File: src/rtl/dlyu_pkg.sv
package dlyu_pkg;

  // Strobes from the cadence control to the datapath
  typedef struct packed {
    logic commit;   // load the holding registers at the next edge
    logic refuse;   // unused by default; reserved-free: always zero
  } dlyuStrobe_t;

endpackage

File: src/rtl/dlyu_ctrl.sv
module dlyu_ctrl
  import dlyu_pkg::*;
#(
  parameter int PERIOD = 8
) (
  input  logic        clk,
  input  logic        rstN,
  input  logic        tickSel,
  input  logic        refTick,
  input  logic        userTick,
  output logic        updEn,
  output dlyuStrobe_t stb
);
  localparam int CNT_W = (PERIOD > 2) ? $clog2(PERIOD) : 1;
  localparam logic [CNT_W-1:0] LAST = CNT_W'(PERIOD - 1);

  logic [CNT_W-1:0] tickCnt;
  logic             tickNow;

  assign tickNow = tickSel ? userTick : refTick;

  always_ff @(posedge clk or negedge rstN) begin
    if (!rstN) begin
      tickCnt <= '0;
      updEn   <= 1'b0;
    end else begin
      updEn <= 1'b0;
      if (tickNow) begin
        if (tickCnt == LAST) begin
          tickCnt <= '0;
          updEn   <= 1'b1;
        end else begin
          tickCnt <= tickCnt + CNT_W'(1);
        end
      end
    end
  end

  assign stb.commit = updEn;
  assign stb.refuse = 1'b0;

endmodule

File: src/rtl/dlyu_datapath.sv
module dlyu_datapath
  import dlyu_pkg::*;
#(
  parameter int CODE_W    = 6,
  parameter int OFF_W     = 6,
  parameter int INTRINSIC = 20,
  parameter int STEP      = 5,
  parameter int DLY_W     = 11
) (
  input  logic              clk,
  input  logic              rstN,
  input  dlyuStrobe_t       stb,
  input  logic              srcSel,
  input  logic [CODE_W-1:0] dllCode,
  input  logic [CODE_W-1:0] coreCode,
  input  logic              narrowMode,
  input  logic [1:0]        elemSel,
  input  logic [OFF_W-1:0]  phaseIn,
  input  logic              bypassIn,
  output logic [CODE_W-1:0] codeOut,
  output logic [CODE_W-1:0] stepsOut,
  output logic [2:0]        elemCount,
  output logic [OFF_W-1:0]  phaseOut,
  output logic              bypassOut,
  output logic [DLY_W-1:0]  delayOut,
  output logic              codeErr
);
  logic [CODE_W-1:0] candCode;
  logic [CODE_W-1:0] diffBits;
  logic              multiBit;
  logic [CODE_W-1:0] codeQ;
  logic [2:0]        elemQ;
  logic [OFF_W-1:0]  phaseQ;
  logic              bypassQ;
  logic              errQ;

  // candidate selection and narrow-mode masking
  always_comb begin
    candCode = srcSel ? coreCode : dllCode;
    if (narrowMode) candCode[CODE_W-1] = 1'b0;
  end

  assign diffBits = candCode ^ codeQ;
  assign multiBit = (diffBits & (diffBits - CODE_W'(1))) != '0;

  always_ff @(posedge clk or negedge rstN) begin
    if (!rstN) begin
      codeQ   <= '0;
      elemQ   <= 3'd1;
      phaseQ  <= '0;
      bypassQ <= 1'b0;
      errQ    <= 1'b0;
    end else if (stb.commit && !stb.refuse) begin
      if (!multiBit) codeQ <= candCode;
      errQ    <= multiBit;
      elemQ   <= {1'b0, elemSel} + 3'd1;
      phaseQ  <= phaseIn;
      bypassQ <= bypassIn;
    end
  end

  // Gray to binary: each bit is the parity of the bits at and above it
  for (genvar i = 0; i < CODE_W; i++) begin : g_gray2bin
    assign stepsOut[i] = ^codeQ[CODE_W-1:i];
  end

  always_comb begin
    if (bypassQ) begin
      delayOut = '0;
    end else begin
      delayOut = DLY_W'(elemQ) *
                 (DLY_W'(INTRINSIC) + DLY_W'(stepsOut) * DLY_W'(STEP));
    end
  end

  assign codeOut   = codeQ;
  assign elemCount = elemQ;
  assign phaseOut  = phaseQ;
  assign bypassOut = bypassQ;
  assign codeErr   = errQ;

endmodule

File: src/rtl/dly_update_ctrl.sv
module dly_update_ctrl
  import dlyu_pkg::*;
#(
  parameter int CODE_W    = 6,
  parameter int OFF_W     = 6,
  parameter int PERIOD    = 8,
  parameter int INTRINSIC = 20,
  parameter int STEP      = 5,
  localparam int DLY_W    = $clog2(4 * (INTRINSIC + ((1 << CODE_W) - 1) * STEP) + 1)
) (
  input  logic              clk,
  input  logic              rstN,
  input  logic              tickSel,
  input  logic              refTick,
  input  logic              userTick,
  input  logic              srcSel,
  input  logic [CODE_W-1:0] dllCode,
  input  logic [CODE_W-1:0] coreCode,
  input  logic              narrowMode,
  input  logic [1:0]        elemSel,
  input  logic [OFF_W-1:0]  phaseIn,
  input  logic              bypassIn,
  output logic              updEn,
  output logic [CODE_W-1:0] codeOut,
  output logic [CODE_W-1:0] stepsOut,
  output logic [2:0]        elemCount,
  output logic [OFF_W-1:0]  phaseOut,
  output logic              bypassOut,
  output logic [DLY_W-1:0]  delayOut,
  output logic              codeErr
);
  dlyuStrobe_t stb;

  dlyu_ctrl #(.PERIOD(PERIOD)) u_ctrl (
    .clk(clk), .rstN(rstN), .tickSel(tickSel), .refTick(refTick),
    .userTick(userTick), .updEn(updEn), .stb(stb)
  );

  dlyu_datapath #(
    .CODE_W(CODE_W), .OFF_W(OFF_W), .INTRINSIC(INTRINSIC),
    .STEP(STEP), .DLY_W(DLY_W)
  ) u_dp (
    .clk(clk), .rstN(rstN), .stb(stb), .srcSel(srcSel),
    .dllCode(dllCode), .coreCode(coreCode), .narrowMode(narrowMode),
    .elemSel(elemSel), .phaseIn(phaseIn), .bypassIn(bypassIn),
    .codeOut(codeOut), .stepsOut(stepsOut), .elemCount(elemCount),
    .phaseOut(phaseOut), .bypassOut(bypassOut), .delayOut(delayOut),
    .codeErr(codeErr)
  );

endmodule

File: config.mk
export PLATFORM = sky130hd
export DESIGN_NAME = dly_update_ctrl
export DESIGN_NICKNAME = d
export VERILOG_FILES = /design/src/rtl/dlyu_pkg.sv /design/src/rtl/dlyu_ctrl.sv /design/src/rtl/dlyu_datapath.sv /design/src/rtl/dly_update_ctrl.sv
export SDC_FILE = /design/constraint.sdc
export NUM_CORES = 1
export LEC_CHECK = 0
export ABC_CLOCK_PERIOD_IN_PS = 5900
export BUFFER_PORTS_ARGS = -buffer_cell sky130_fd_sc_hd__buf_2
export CORE_AREA = 2 2 70 65
export DETAILED_ROUTE_END_ITERATION = 12
export DIE_AREA = 0 0 72 67
export PLACE_DENSITY_LB_ADDON = 0.05
export SLEW_MARGIN = 20
export SYNTH_ARGS = -nofsm -noshare
export SYNTH_HDL_FRONTEND = slang
export SYNTH_SLANG_ARGS = --single-unit
export TNS_END_PERCENT = 10
File: constraint.sdc
create_clock -name clk -period 5.9 [get_ports clk]
set_input_delay 0.295 -clock clk [delete_from_list [all_inputs] [get_ports clk]]
set_output_delay 0.295 -clock clk [all_outputs]
set_load 0.005 [all_outputs]
; ---- Word-level counts from Yosys, hierarchy flattened
; Index checks and enable logic that the tools add are counted.
[op_classes]
addsub = 4
multipliers = 2
n_eq_ne = 1
mux = 7
bitwise_logic = 3
reduce_logical = 7
[ops]
columns = operator, count
row1 = multiplier 3 x 11 -> 11 bit, 1
row2 = 2-to-1 mux 11 bit, 1
row3 = adder 5 x 9 -> 10 bit (first input constant), 1
row4 = multiplier 6 x 3 -> 9 bit (second input constant), 1
row5 = bitwise AND 6 bit, 1
row6 = 2-to-1 mux 6 bit, 1
row7 = nonzero test 6 bit, 1
row8 = parity 6 bit, 1
row9 = subtractor 6 x 1 -> 6 bit (second input constant), 1
row10 = XOR 6 bit, 1
row11 = parity 5 bit, 1
row12 = 2-to-1 mux 1 bit, 4
row13 = parity 4 bit, 1
row14 = adder 2 x 1 -> 3 bit (second input constant), 1
row15 = adder 3 x 1 -> 3 bit (second input constant), 1
row16 = == test 3 bit (second input constant), 1
row17 = 2-to-1 mux 3 bit, 1
row18 = parity 3 bit, 1
row19 = AND reduction 2 bit, 1
row20 = parity 2 bit, 1
row21 = NOT 1 bit, 1
[totals]
reg_bits = 21
output_inout_bits = 35

; ---- Depth between registers and ports, before layout
; Gate-level depths: netlist (run 1).
[depth]
word_depth = 8
ltp_mapped = 23
mapped_depth_nobuf = 22

; ---- Hierarchy
; From an unflattened synthesis (run 1), not the netlist that was laid out.
[unflattened]
cells_unflattened = 248
hier_area_um2 = 2219.6
[by_module_without_submodules]
columns = module, n_inst, cells_per_inst, area_per_inst_um2, seq_area_each_um2
row1 = dlyu_datapath, 1, 233, 2015.7, 426.7
row2 = dlyu_ctrl, 1, 15, 203.9, 100.1

; ---- Worst setup path after synthesis (run 1)
; OpenSTA, ideal clock, no wires.
[synth_timing]
path_kind = reg-to-output
from = register u_dp.codeQ[5] (netlist: u_dp.codeOut[5])
to = output delayOut[10]
t_arrival_ns = 5.031
path_slack_ns = 0.574
stages_incl_launch_ff = 22
path_cell_list = dfrtp_1 -> buf_4 -> xor2_1 -> xnor2_1 -> xnor2_1 -> ha_1 -> ha_1 -> ha_1 -> fa_1 -> a21o_1 -> a21oi_1 -> xor2_1 -> nand2_1 -> fa_1 -> inv_1 -> ha_1 -> o21a_1 -> nor2_1 -> nor2b_1 -> a21oi_1 -> xnor2_1 -> mux2_2
[synth_between]
elab_chain_len = 5
[synth_rtl]
columns = element, line
row1 = "start, declared", dlyu_datapath.sv:31  ; logic [CODE_W-1:0] codeQ;
row2 = "start signal, assigned", dlyu_datapath.sv:54  ; if (!multiBit) codeQ <= candCode;
row3 = parity 2 bit, dlyu_datapath.sv:64  ; assign stepsOut[i] = ^codeQ[CODE_W-1:i];
row4 = via stepsOut[4], dly_update_ctrl.sv:25  ; output logic [CODE_W-1:0] stepsOut,
row5 = multiplier 6 x 3 -> 9 bit, dlyu_datapath.sv:72  ; (DLY_W'(INTRINSIC) + DLY_W'(stepsOut) * DLY_W'(STEP));
row6 = adder 5 x 9 -> 10 bit, dlyu_datapath.sv:72
row7 = multiplier 3 x 11 -> 11 bit, dlyu_datapath.sv:71  ; delayOut = DLY_W'(elemQ) *
row8 = 2-to-1 mux 11 bit, dlyu_datapath.sv:68  ; if (bypassQ) begin
row9 = "end, declared", dly_update_ctrl.sv:29  ; output logic [DLY_W-1:0] delayOut,
; The timed path passes the listed nets, and every way through them passes these cells.

; ---- Worst setup path in the final report (run 1)
[layout_timing]
from = register u_dp.codeQ[5] (netlist: u_dp.codeOut[5])
to = output delayOut[10]
[layout_between]
elab_chain_len = 5
[layout_rtl]
columns = element, line
row1 = parity 6 bit (tied with other cells), dlyu_datapath.sv:64
row2 = multiplier 6 x 3 -> 9 bit (*), dlyu_datapath.sv:72
row3 = adder 5 x 9 -> 10 bit (*), dlyu_datapath.sv:72
row4 = multiplier 3 x 11 -> 11 bit (*), dlyu_datapath.sv:71
row5 = 2-to-1 mux 11 bit (*), dlyu_datapath.sv:68
; Every way passes the cells marked *; elsewhere a longest branch is shown, timed or not.

==> results of run 1 <==
-- critical path, stage by stage (launching register included) --
cell	delay [ns]
sky130_fd_sc_hd__dfrtp_1	0.43
sky130_fd_sc_hd__xor2_2	0.27
sky130_fd_sc_hd__xnor2_2	0.15
sky130_fd_sc_hd__xnor2_2	0.37
sky130_fd_sc_hd__ha_1	0.30
sky130_fd_sc_hd__ha_1	0.28
sky130_fd_sc_hd__ha_1	0.23
sky130_fd_sc_hd__fa_1	0.40
sky130_fd_sc_hd__a21o_1	0.17
sky130_fd_sc_hd__a21oi_1	0.16
sky130_fd_sc_hd__xor2_1	0.26
sky130_fd_sc_hd__nand2_1	0.11
sky130_fd_sc_hd__fa_1	0.49
sky130_fd_sc_hd__inv_1	0.04
sky130_fd_sc_hd__ha_1	0.32
sky130_fd_sc_hd__o21a_1	0.19
sky130_fd_sc_hd__nor2_2	0.11
sky130_fd_sc_hd__nor2b_1	0.06
sky130_fd_sc_hd__a21oi_1	0.16
sky130_fd_sc_hd__xnor2_1	0.14
sky130_fd_sc_hd__mux2_2	0.36
sky130_fd_sc_hd__buf_2	0.13
-- cells in the mapped netlist (2+ instances only) --
master / n / area, sq um
sky130_fd_sc_hd__inv_1: 24 / 90.1
sky130_fd_sc_hd__nand2_1: 24 / 90.1
sky130_fd_sc_hd__ha_1: 22 / 275
sky130_fd_sc_hd__dfrtp_1: 20 / 500
sky130_fd_sc_hd__xnor2_1: 16 / 140
sky130_fd_sc_hd__mux2i_1: 14 / 140
sky130_fd_sc_hd__mux2_2: 13 / 146
sky130_fd_sc_hd__fa_1: 9 / 180
sky130_fd_sc_hd__nor2_1: 9 / 33.8
sky130_fd_sc_hd__a21o_1: 7 / 52.6
sky130_fd_sc_hd__a21oi_1: 7 / 35.0
sky130_fd_sc_hd__xor2_1: 7 / 61.3
sky130_fd_sc_hd__nor2b_1: 6 / 37.5
sky130_fd_sc_hd__and2_1: 5 / 31.3
sky130_fd_sc_hd__clkbuf_1: 4 / 15.0
sky130_fd_sc_hd__nor3_1: 4 / 20.0
sky130_fd_sc_hd__o21a_1: 3 / 22.5
sky130_fd_sc_hd__o21ai_0: 3 / 15.0
sky130_fd_sc_hd__buf_4: 2 / 15.0
sky130_fd_sc_hd__o21bai_1: 2 / 15.0
-- cells by family after synthesis --
| family | count (synthesis) |
|---|---|
| XOR/XNOR | 23 |
| AO/OA/AOI/OAI | 28 |
| multiplexers | 28 |
| adder cells (fa/ha/maj) | 32 |
| buffers and inverters | 33 |
| AND/OR/NAND/NOR | 51 |
| flip-flops | 21 |
-- through the flow --
| stage | TNS, ns | hold WS, ns | std cells |
|---|---|---|---|
| CTS | 0 | 0.192 | 323 |
| finish | 0 | 0.199 | 331 |
| detailed placement | 0 | 0.277 | 318 |
| global route | -0.0639 | 0.194 | 331 |
| floorplan | 0 | -0.000591 | 216 |
| global placement | 0 | 0.276 | 318 |
-- sequential cells by signal (all words and copies together) (netlist names) --
name / flops
u_ctrl.tickCnt: 3
u_ctrl.updEn: 1
u_dp.bypassOut: 1
u_dp.codeErr: 1
u_dp.codeOut: 6
u_dp.elemCount: 3
u_dp.phaseOut: 6
-- worst max-delay path by stage --
stage                     cells past startpoint           end  slack (ns)
final                                        21  delayOut[10]        0.24
after global routing                         21  delayOut[10]       -0.06
after CTS                                    22  delayOut[10]         0.1
after detailed placement                     22  delayOut[10]        0.25
after global placement                       22  delayOut[10]        0.42
after floorplan                              21  delayOut[10]        0.57
-- metal layers --
layer | GRT usage, % | vias up | part of all wire, %
li1 | - | 844 | -
met1 | 24.3 | 797 | 46
met2 | 34.4 | 40 | 50
met3 | 1.97 | 4 | 3.5
met4 | 5.19 | 0 | 0.83
met5 | 0 | - | 0
-- area by class of cell --
type	count	area, sq um	share of cell area (%)
multi-input combinational	162	1460	56.7
clock inverter	1	5.00	0.194
sequential	21	531	20.6
timing repair buffer	72	388	15.1
tap	48	60.1	2.33
inverter	24	90.1	3.50
clock buffer	3	41.3	1.60
-- repair_timing --
action,in CTS,in global routing
buffers inserted,0,8
hold endpoints to repair,20,0
pin swaps,0,5
gates resized for setup,2,8
setup endpoints to repair,1,1
hold buffers,1,0
==> impl_metrics.env, run 1 <==
export IMPL_outcome="completed"
export IMPL_largest_net_degree_at_the_start_of_global_routing=22
export IMPL_grt_first_pass_wirelength_mm=7.24
export IMPL_min_path_cells=2
export IMPL_syn_to_final_growth_pct=24.1
export IMPL_min_to="u_dp.elemCount[0]"
export IMPL_clk_pin_slew_worst_paths_ns=0.08
export IMPL_layout_cells_most_common_list="62 x sky130_fd_sc_hd__buf_2, 24 x sky130_fd_sc_hd__nand2_1, 24 x sky130_fd_sc_hd__inv_1"
export IMPL_cp_startpoint="u_dp.codeOut[5]"
export IMPL_worstReg2RegEnd="u_dp.codeOut[5]"
export IMPL_synth_adder_area_share_pct=22.5
export IMPL_slew_limit_fails=0
export IMPL_yosys_area_share_simple_pct=11.5
export IMPL_synth_compound_area_share_pct=9.70
export IMPL_worstHoldStart="elemSel[0]"
export IMPL_tritoncts="built"
export IMPL_worst_ep_required_time_ns=5.61
export IMPL_layout_commonest_cell="sky130_fd_sc_hd__buf_2"
export IMPL_avgSynthCellArea_sq_um=9.61
export IMPL_detailroute_via_count=1685
export IMPL_worst_slew_pin_transition_ns=0.564
export IMPL_final_hold_violating_endpoints=0
export IMPL_n_fill_cell=354
export IMPL_worst_skew_pair_late_latency_ns=0.26
export IMPL_number_of_storage_elements_in_the_synthesis_netlist=21
export IMPL_critical_path_reg2reg_startpoint="u_dp.codeOut[0]"
export IMPL_synthesis_yosys_warnings=0
export IMPL_timing_slew_headroom_pct=62.4
export IMPL_synthMuxAreaShare_pct=14.5
export IMPL_critPathKind="reg2out"
export IMPL_clock_sinks=21
export IMPL_first_iter_violations=34
export IMPL_detail_route_vias_per_cell=5.09
export IMPL_post_detailed_routing_wire_length_mm=4.32
export IMPL_drtAntennaViolNets=0
export IMPL_final_period_utilization_pct=96.0
export IMPL_htree_levels=1
export IMPL_n_antenna_cell=0
export IMPL_ys_async_sr_fraction_pct=100
export IMPL_drive_above_1_share_pct=36.7
export IMPL_startpoint_type_of_the_worst_setup_path="flip-flop"
export IMPL_detailedPlace_worstSlack_ns=0.247
export IMPL_timing_clock_skew_ns=0.00834
export IMPL_grt_pass1_vias=1683
export IMPL_cts_inserted_buffers=3
export IMPL_achievable_frequency_mhz=177
export IMPL_cap_violations=0
export IMPL_grt_ovfl_total=0
export IMPL_hold_class="in2reg"
export IMPL_finalSetupViolations=0
export IMPL_postLayoutSetupSlackWorst_ns=0.236
export IMPL_synthCells=216
export IMPL_min_period_ns=5.66
export IMPL_grt_total_usage_pct=19.1
export IMPL_worst_endpoint_arrival_ns=5.37
export IMPL_design_core_area_sq_um=4050
export IMPL_setup_worst_path_end_class="primary output"
export IMPL_synthDistinctLibCells=35
export IMPL_detail_route_drc_violations=0
export IMPL_ys_dominant_reg_cell="sky130_fd_sc_hd__dfrtp_1"
export IMPL_cts_root_buf="sky130_fd_sc_hd__clkbuf_8"
export IMPL_crit_fanout=6
export IMPL_routedWlPerCell_um=13.1
export IMPL_floorplan_row_count=22
export IMPL_fp_dieW_um=72
export IMPL_fraction_of_synthesized_cell_area_in_xor_and_xnor_cells_pct=9.70
export IMPL_synth_cell_area_sq_um=2080
export IMPL_max_clock_path_buffers=2
export IMPL_chipHeight_um=67
export IMPL_design_die_area_sq_um=4820
export IMPL_nets=343
export IMPL_synth_seq_area_share_pct=25.4
export IMPL_flop2flop_setup_slack_ns=3.94
export IMPL_count_of_flip_flops_with_a_built_in_enable_after_synthesis=0
export IMPL_stdcell_area_sq_um=2570
export IMPL_detailedRoute_firstPassIterationCount=4
export IMPL_initial_utilization_pct=51.3
export IMPL_postSynthNetCount=275
export IMPL_dominant_combinational_cell_family_by_area_after_synthesis="adder cells"
export IMPL_postLayoutCoreUtil_pct=63.6
export IMPL_r2r_cells=6
export IMPL_routabilityCongestion=0.809
export IMPL_io_pins=63
export IMPL_io_buffer_count=62
export IMPL_dp_hpwl_mm=3.37
export IMPL_number_of_antenna_violations_at_the_first_check_in_global_routing=0
export IMPL_placed_cell_area_sq_um=2400
Power of run 1 is left out: the tool's default activity adds up to more than one toggle a clock period on the data nets, which glitch-free logic cannot reach.
==> run 2: changes to the inputs <==
--- a/config.mk
+++ b/config.mk
@@ -7,9 +7,9 @@
 export LEC_CHECK = 0
 export ABC_CLOCK_PERIOD_IN_PS = 5900
 export BUFFER_PORTS_ARGS = -buffer_cell sky130_fd_sc_hd__buf_2
-export CORE_AREA = 2 2 70 65
+export CORE_AREA = 2 2 76 60
 export DETAILED_ROUTE_END_ITERATION = 12
-export DIE_AREA = 0 0 72 67
+export DIE_AREA = 0 0 78 62
 export PLACE_DENSITY_LB_ADDON = 0.05
 export SLEW_MARGIN = 20
 export SYNTH_ARGS = -nofsm -noshare
==> constraint.sdc (replaced) <==
create_clock -name clk -period 5.9 [get_ports clk]
set_input_delay 0.885 -clock clk [delete_from_list [all_inputs] [get_ports clk]]
set_output_delay 0.885 -clock clk [all_outputs]
set_load 0.005 [all_outputs]
==> impl_metrics.env, run 2 (synthesized netlist as in run 1, its figures left out) <==
export IMPL_finalSetupViolations=0
export IMPL_cts_inserted_buffers=3
export IMPL_dp_hpwl_mm=3.45
export IMPL_nets=351
export IMPL_timing_slew_headroom_pct=62.7
export IMPL_io_buffer_count=62
export IMPL_detailedRoute_firstPassIterationCount=4
export IMPL_worst_ep_required_time_ns=5.02
export IMPL_fp_dieW_um=78
export IMPL_routedWlPerCell_um=12.8
export IMPL_startpoint_type_of_the_worst_setup_path="flip-flop"
export IMPL_max_clock_path_buffers=2
export IMPL_chipHeight_um=62
export IMPL_routabilityCongestion=0.759
export IMPL_clock_sinks=21
export IMPL_floorplan_row_count=21
export IMPL_worst_endpoint_arrival_ns=4.92
export IMPL_detailroute_via_count=1710
export IMPL_drtAntennaViolNets=0
export IMPL_detail_route_vias_per_cell=4.91
export IMPL_hold_class="reg2reg"
export IMPL_grt_total_usage_pct=19.0
export IMPL_hold_ws_ns=0.482
export IMPL_worst_skew_pair_late_latency_ns=0.26
export IMPL_placed_cells_incl_taps=333
export IMPL_htree_levels=1
export IMPL_number_of_antenna_violations_at_the_first_check_in_global_routing=0
export IMPL_n_fill_cell=364
export IMPL_syn_to_final_growth_pct=33.1
export IMPL_layout_commonest_cell="sky130_fd_sc_hd__buf_2"
export IMPL_layout_cells_most_common_list="61 x sky130_fd_sc_hd__buf_2, 24 x sky130_fd_sc_hd__nand2_1, 22 x sky130_fd_sc_hd__inv_1"
export IMPL_cts_root_buf="sky130_fd_sc_hd__clkbuf_8"
export IMPL_drive_above_1_share_pct=43.3
export IMPL_outcome="completed"
export IMPL_grt_setup_unrepaired="true"
export IMPL_detail_route_drc_violations=0
export IMPL_cts_hold_buf=0
export IMPL_first_iter_violations=38
export IMPL_final_hold_violating_endpoints=0
export IMPL_post_detailed_routing_wire_length_mm=4.46
export IMPL_cap_violations=0
export IMPL_worst_slew_pin_transition_ns=0.560
export IMPL_slew_limit_fails=0
export IMPL_tritoncts="built"
export IMPL_n_antenna_cell=0
export IMPL_grt_first_pass_wirelength_mm=7.28
export IMPL_final_period_utilization_pct=98.4
export IMPL_crit_fanout=4
export IMPL_initial_utilization_pct=49.4
export IMPL_design_core_area_sq_um=4200
export IMPL_design_die_area_sq_um=4840
export IMPL_largest_net_degree_at_the_start_of_global_routing=22
export IMPL_io_pins=63
export IMPL_achievable_frequency_mhz=172
export IMPL_min_period_ns=5.80
export IMPL_grt_pass1_vias=1614
export IMPL_critPathKind="reg2out"
export IMPL_grt_ovfl_total=0
export IMPL_clk_pin_slew_worst_paths_ns=0.08
export IMPL_setup_worst_path_end_class="primary output"
export IMPL_timing_clock_skew_ns=0.00168
export IMPL_layout_cells_non_filler=348
==> run 2: cell types whose count changed in the layout (fill, tap and decap cells not counted), sizes merged <==
| cell | delta |
|---|---|
| clkinv | -1 |
| clkinvlp | +1 |
| buf | +9 |
| dlygate4sd3 | -1 |
==> run 2: worst paths after layout <==
path / from / to / slack, ns / cells past startpoint
worst max-delay path: u_dp.codeOut[4] / delayOut[10] / 0.1 / 19
worst min-delay path: u_dp.codeErr / u_dp.codeErr / 0.48 / 1
worst max register to register: u_dp.codeOut[2] / u_dp.codeOut[5] / 3.92 / 7
worst min register to register: u_dp.codeErr / u_dp.codeErr / 0.48 / 1
max in group asynchronous: rstN / u_dp.elemCount[0] / 5.00 / 1
min in group asynchronous: rstN / u_dp.phaseOut[0] / 0.56 / 1
==> run 2: layout make-up <==
class / instances / area [sq um] / share of cell area (%)
sequential: 21 / 527 / 19.1
timing repair buffer: 80 / 463 / 16.8
tap: 57 / 71.3 / 2.58
clock buffer: 3 / 41.3 / 1.49
inverter: 24 / 90.1 / 3.26
clock inverter: 1 / 7.51 / 0.272
multi-input combinational: 162 / 1560 / 56.6
==> run 2: critical path, cell delays in order, from the launching register on <==
cell and delay (ns):
sky130_fd_sc_hd__dfrtp_1 0.42, sky130_fd_sc_hd__xor2_2 0.21, sky130_fd_sc_hd__xnor2_2 0.24, sky130_fd_sc_hd__xnor2_2 0.14, sky130_fd_sc_hd__buf_6 0.15, sky130_fd_sc_hd__ha_4 0.21
sky130_fd_sc_hd__ha_4 0.24, sky130_fd_sc_hd__ha_4 0.16, sky130_fd_sc_hd__fa_2 0.55, sky130_fd_sc_hd__nand2_1 0.07, sky130_fd_sc_hd__fa_1 0.48, sky130_fd_sc_hd__inv_1 0.04
sky130_fd_sc_hd__ha_1 0.32, sky130_fd_sc_hd__a21o_1 0.17, sky130_fd_sc_hd__a21oi_1 0.29, sky130_fd_sc_hd__o21ai_0 0.18, sky130_fd_sc_hd__a21oi_2 0.21, sky130_fd_sc_hd__xnor2_2 0.14
sky130_fd_sc_hd__mux2_4 0.32, sky130_fd_sc_hd__buf_6 0.11
==> run 2: what timing repair did <==
action / in CTS / in global routing
buffers inserted: 3 / 8
resized for setup: 11 / 17
setup endpoints to repair: 1 / 3
pin swaps: 15 / 19
==> run 2: through the flow <==
stage | setup TNS [ns] | area [sq um] | utilization [%] | setup WS [ns]
finish | 0 | 2760 | 65.7 | 0.0966
CTS | -0.0435 | 2600 | 61.8 | -0.0435
global placement | 0 | 2470 | 58.7 | 0.127
floorplan | 0 | 2080 | - | 0.0276
detailed placement | 0 | 2470 | 58.7 | 0.0546
global route | -0.207 | 2760 | 65.7 | -0.123
==> run 2: per-layer routing <==
layer	vias up	track usage [%]	routed length, um
li1	865	-	-
met1	807	28.4	2230
met2	36	29.9	2040
met3	2	3.32	172
met4	0	3.01	13
met5	-	0	0
Power of run 2 is left out for the same reason.
==> run 3: changes to the inputs <==
--- a/config.mk
+++ b/config.mk
@@ -7,9 +7,10 @@
 export LEC_CHECK = 0
 export ABC_CLOCK_PERIOD_IN_PS = 5900
 export BUFFER_PORTS_ARGS = -buffer_cell sky130_fd_sc_hd__buf_2
-export CORE_AREA = 2 2 76 60
+export CORE_AREA = 2 2 78 61
 export DETAILED_ROUTE_END_ITERATION = 12
-export DIE_AREA = 0 0 78 62
+export DIE_AREA = 0 0 80 63
+export GPL_ROUTABILITY_DRIVEN = 0
 export PLACE_DENSITY_LB_ADDON = 0.05
 export SLEW_MARGIN = 20
 export SYNTH_ARGS = -nofsm -noshare
==> impl_metrics.env, run 3 (synthesized netlist as in run 1, its figures left out) <==
export IMPL_outcome="completed"
export IMPL_achievable_frequency_mhz=173
export IMPL_grt_ovfl_total=0
export IMPL_slew_limit_fails=0
export IMPL_layout_cells_most_common_list="61 x sky130_fd_sc_hd__buf_2, 23 x sky130_fd_sc_hd__nand2_1, 21 x sky130_fd_sc_hd__buf_4"
export IMPL_fp_dieW_um=80
export IMPL_finalSetupViolations=0
export IMPL_worstReg2RegEnd="u_dp.codeOut[5]"
export IMPL_syn_to_final_growth_pct=35.0
export IMPL_dp_hpwl_mm=3.30
export IMPL_worst_slew_pin_transition_ns=0.569
export IMPL_largest_net_degree_at_the_start_of_global_routing=22
export IMPL_detail_route_vias_per_cell=4.93
export IMPL_drtAntennaViolNets=0
export IMPL_startpoint_type_of_the_worst_setup_path="flip-flop"
export IMPL_grt_first_pass_wirelength_mm=7.77
export IMPL_design_die_area_sq_um=5040
export IMPL_r2r_cells=9
export IMPL_nets=356
export IMPL_chipHeight_um=63
export IMPL_number_of_antenna_violations_at_the_first_check_in_global_routing=0
export IMPL_n_antenna_cell=0
export IMPL_cp_startpoint="u_dp.codeOut[4]"
export IMPL_multi_input_area_sq_um=1570
export IMPL_floorplan_row_count=21
export IMPL_final_period_utilization_pct=97.7
export IMPL_first_iter_violations=61
export IMPL_worst_setup_path_end="delayOut[10]"
export IMPL_clock_sinks=21
export IMPL_design_core_area_sq_um=4310
export IMPL_placed_cells_incl_taps=332
export IMPL_detailroute_via_count=1739
export IMPL_critical_path_reg2reg_startpoint="u_dp.codeOut[4]"
export IMPL_crit_fanout=3
export IMPL_setup_worst_path_end_class="primary output"
export IMPL_routedWlPerCell_um=12.4
export IMPL_drive_above_1_share_pct=44.9
export IMPL_cts_inserted_buffers=3
export IMPL_worst_skew_pair_late_latency_ns=0.26
export IMPL_detailedRoute_firstPassIterationCount=4
export IMPL_grt_setup_unrepaired="true"
export IMPL_min_path_cells=1
export IMPL_final_hold_violating_endpoints=0
export IMPL_post_detailed_routing_wire_length_mm=4.38
export IMPL_postLayoutCoreUtil_pct=65.0
export IMPL_min_period_ns=5.77
export IMPL_layout_cells_non_filler=353
export IMPL_timing_slew_headroom_pct=62.1
export IMPL_hold_class="reg2reg"
export IMPL_htree_levels=1
export IMPL_cap_violations=0
export IMPL_timing_clock_skew_ns=0.00540
export IMPL_io_pins=63
export IMPL_worst_endpoint_arrival_ns=4.88
export IMPL_flop2flop_setup_slack_ns=3.75
export IMPL_grt_total_usage_pct=19.1
export IMPL_tritoncts="built"
export IMPL_layout_commonest_cell="sky130_fd_sc_hd__buf_2"
export IMPL_critPathKind="reg2out"
export IMPL_reg_area_sq_um=528
export IMPL_max_clock_path_buffers=2
export IMPL_grt_pass1_vias=1751
export IMPL_fin_setup_tns_ns=0
export IMPL_n_fill_cell=388
export IMPL_clk_pin_slew_worst_paths_ns=0.08
export IMPL_io_buffer_count=62
export IMPL_initial_utilization_pct=48.2
export IMPL_cts_root_buf="sky130_fd_sc_hd__clkbuf_8"
export IMPL_worst_ep_required_time_ns=5.02
export IMPL_detail_route_drc_violations=0
==> run 3: cell count changes in the layout (fill, tap and decap cells not counted), sizes merged <==
cell and change:
buf +5
==> run 3: layout make-up <==
cell class / count / area share [%]
Clock buffer: 3 / 1.47
Multi-Input combinational cell: 162 / 55.9
Tap cell: 57 / 2.54
Timing Repair Buffer: 85 / 17.7
Clock inverter: 1 / 0.268
Sequential cell: 21 / 18.8
Inverter: 24 / 3.21
==> run 3: repair_timing <==
item                       4_1_cts  5_1_grt
setup endpoints to repair        1        2
setup buffers                   12        5
gates resized for setup         18       12
hold buffers                     0        0
gates cloned                     0        0
pin swaps                       17       19
==> run 3: worst min path at each step <==
stage / from / end / slack (ns)
after floorplan: u_dp.codeErr / u_dp.codeErr / 0.47
after global placement: u_dp.codeErr / u_dp.codeErr / 0.46
after detailed placement: u_dp.codeErr / u_dp.codeErr / 0.49
after CTS: u_dp.codeErr / u_dp.codeErr / 0.50
after global routing: u_dp.codeErr / u_dp.codeErr / 0.52
final: u_dp.codeErr / u_dp.codeErr / 0.49
==> run 3: worst max-delay path, stage by stage, from the launching register on <==
cell                      delay, ns
sky130_fd_sc_hd__dfrtp_1       0.42
sky130_fd_sc_hd__xor2_2        0.21
sky130_fd_sc_hd__xnor2_2       0.26
sky130_fd_sc_hd__xnor2_2       0.16
sky130_fd_sc_hd__buf_4         0.15
sky130_fd_sc_hd__ha_4          0.20
sky130_fd_sc_hd__ha_4          0.22
sky130_fd_sc_hd__ha_4          0.16
sky130_fd_sc_hd__fa_2          0.34
sky130_fd_sc_hd__a21o_1        0.17
sky130_fd_sc_hd__a21oi_2       0.14
sky130_fd_sc_hd__xor2_1        0.20
sky130_fd_sc_hd__buf_4         0.15
sky130_fd_sc_hd__nand2_2       0.05
sky130_fd_sc_hd__fa_1          0.50
sky130_fd_sc_hd__inv_2         0.05
sky130_fd_sc_hd__ha_4          0.21
sky130_fd_sc_hd__o21a_1        0.11
sky130_fd_sc_hd__nor2_2        0.11
sky130_fd_sc_hd__nor2b_1       0.06
sky130_fd_sc_hd__a21oi_1       0.15
sky130_fd_sc_hd__xnor2_1       0.14
sky130_fd_sc_hd__mux2_2        0.36
sky130_fd_sc_hd__buf_6         0.12
==> run 3: layer usage <==
layer | track usage (%) | routed length [um]
met1 | 29.6 | 2330
met2 | 28.6 | 1830
met3 | 4.19 | 216
met4 | 1.27 | 0
met5 | 0 | 0
==> run 3: metrics by stage <==
step                      area (sq um)  worst slack, ns  hold WS (ns)
after floorplan                   2080           0.0276         0.474
after CTS                         2710           0.0138         0.504
after global placement            2460            0.131         0.458
final                             2800            0.135         0.490
after global routing              2800          -0.0774         0.518
after detailed placement          2460           0.0439         0.487
Power of run 3 is left out for the same reason.
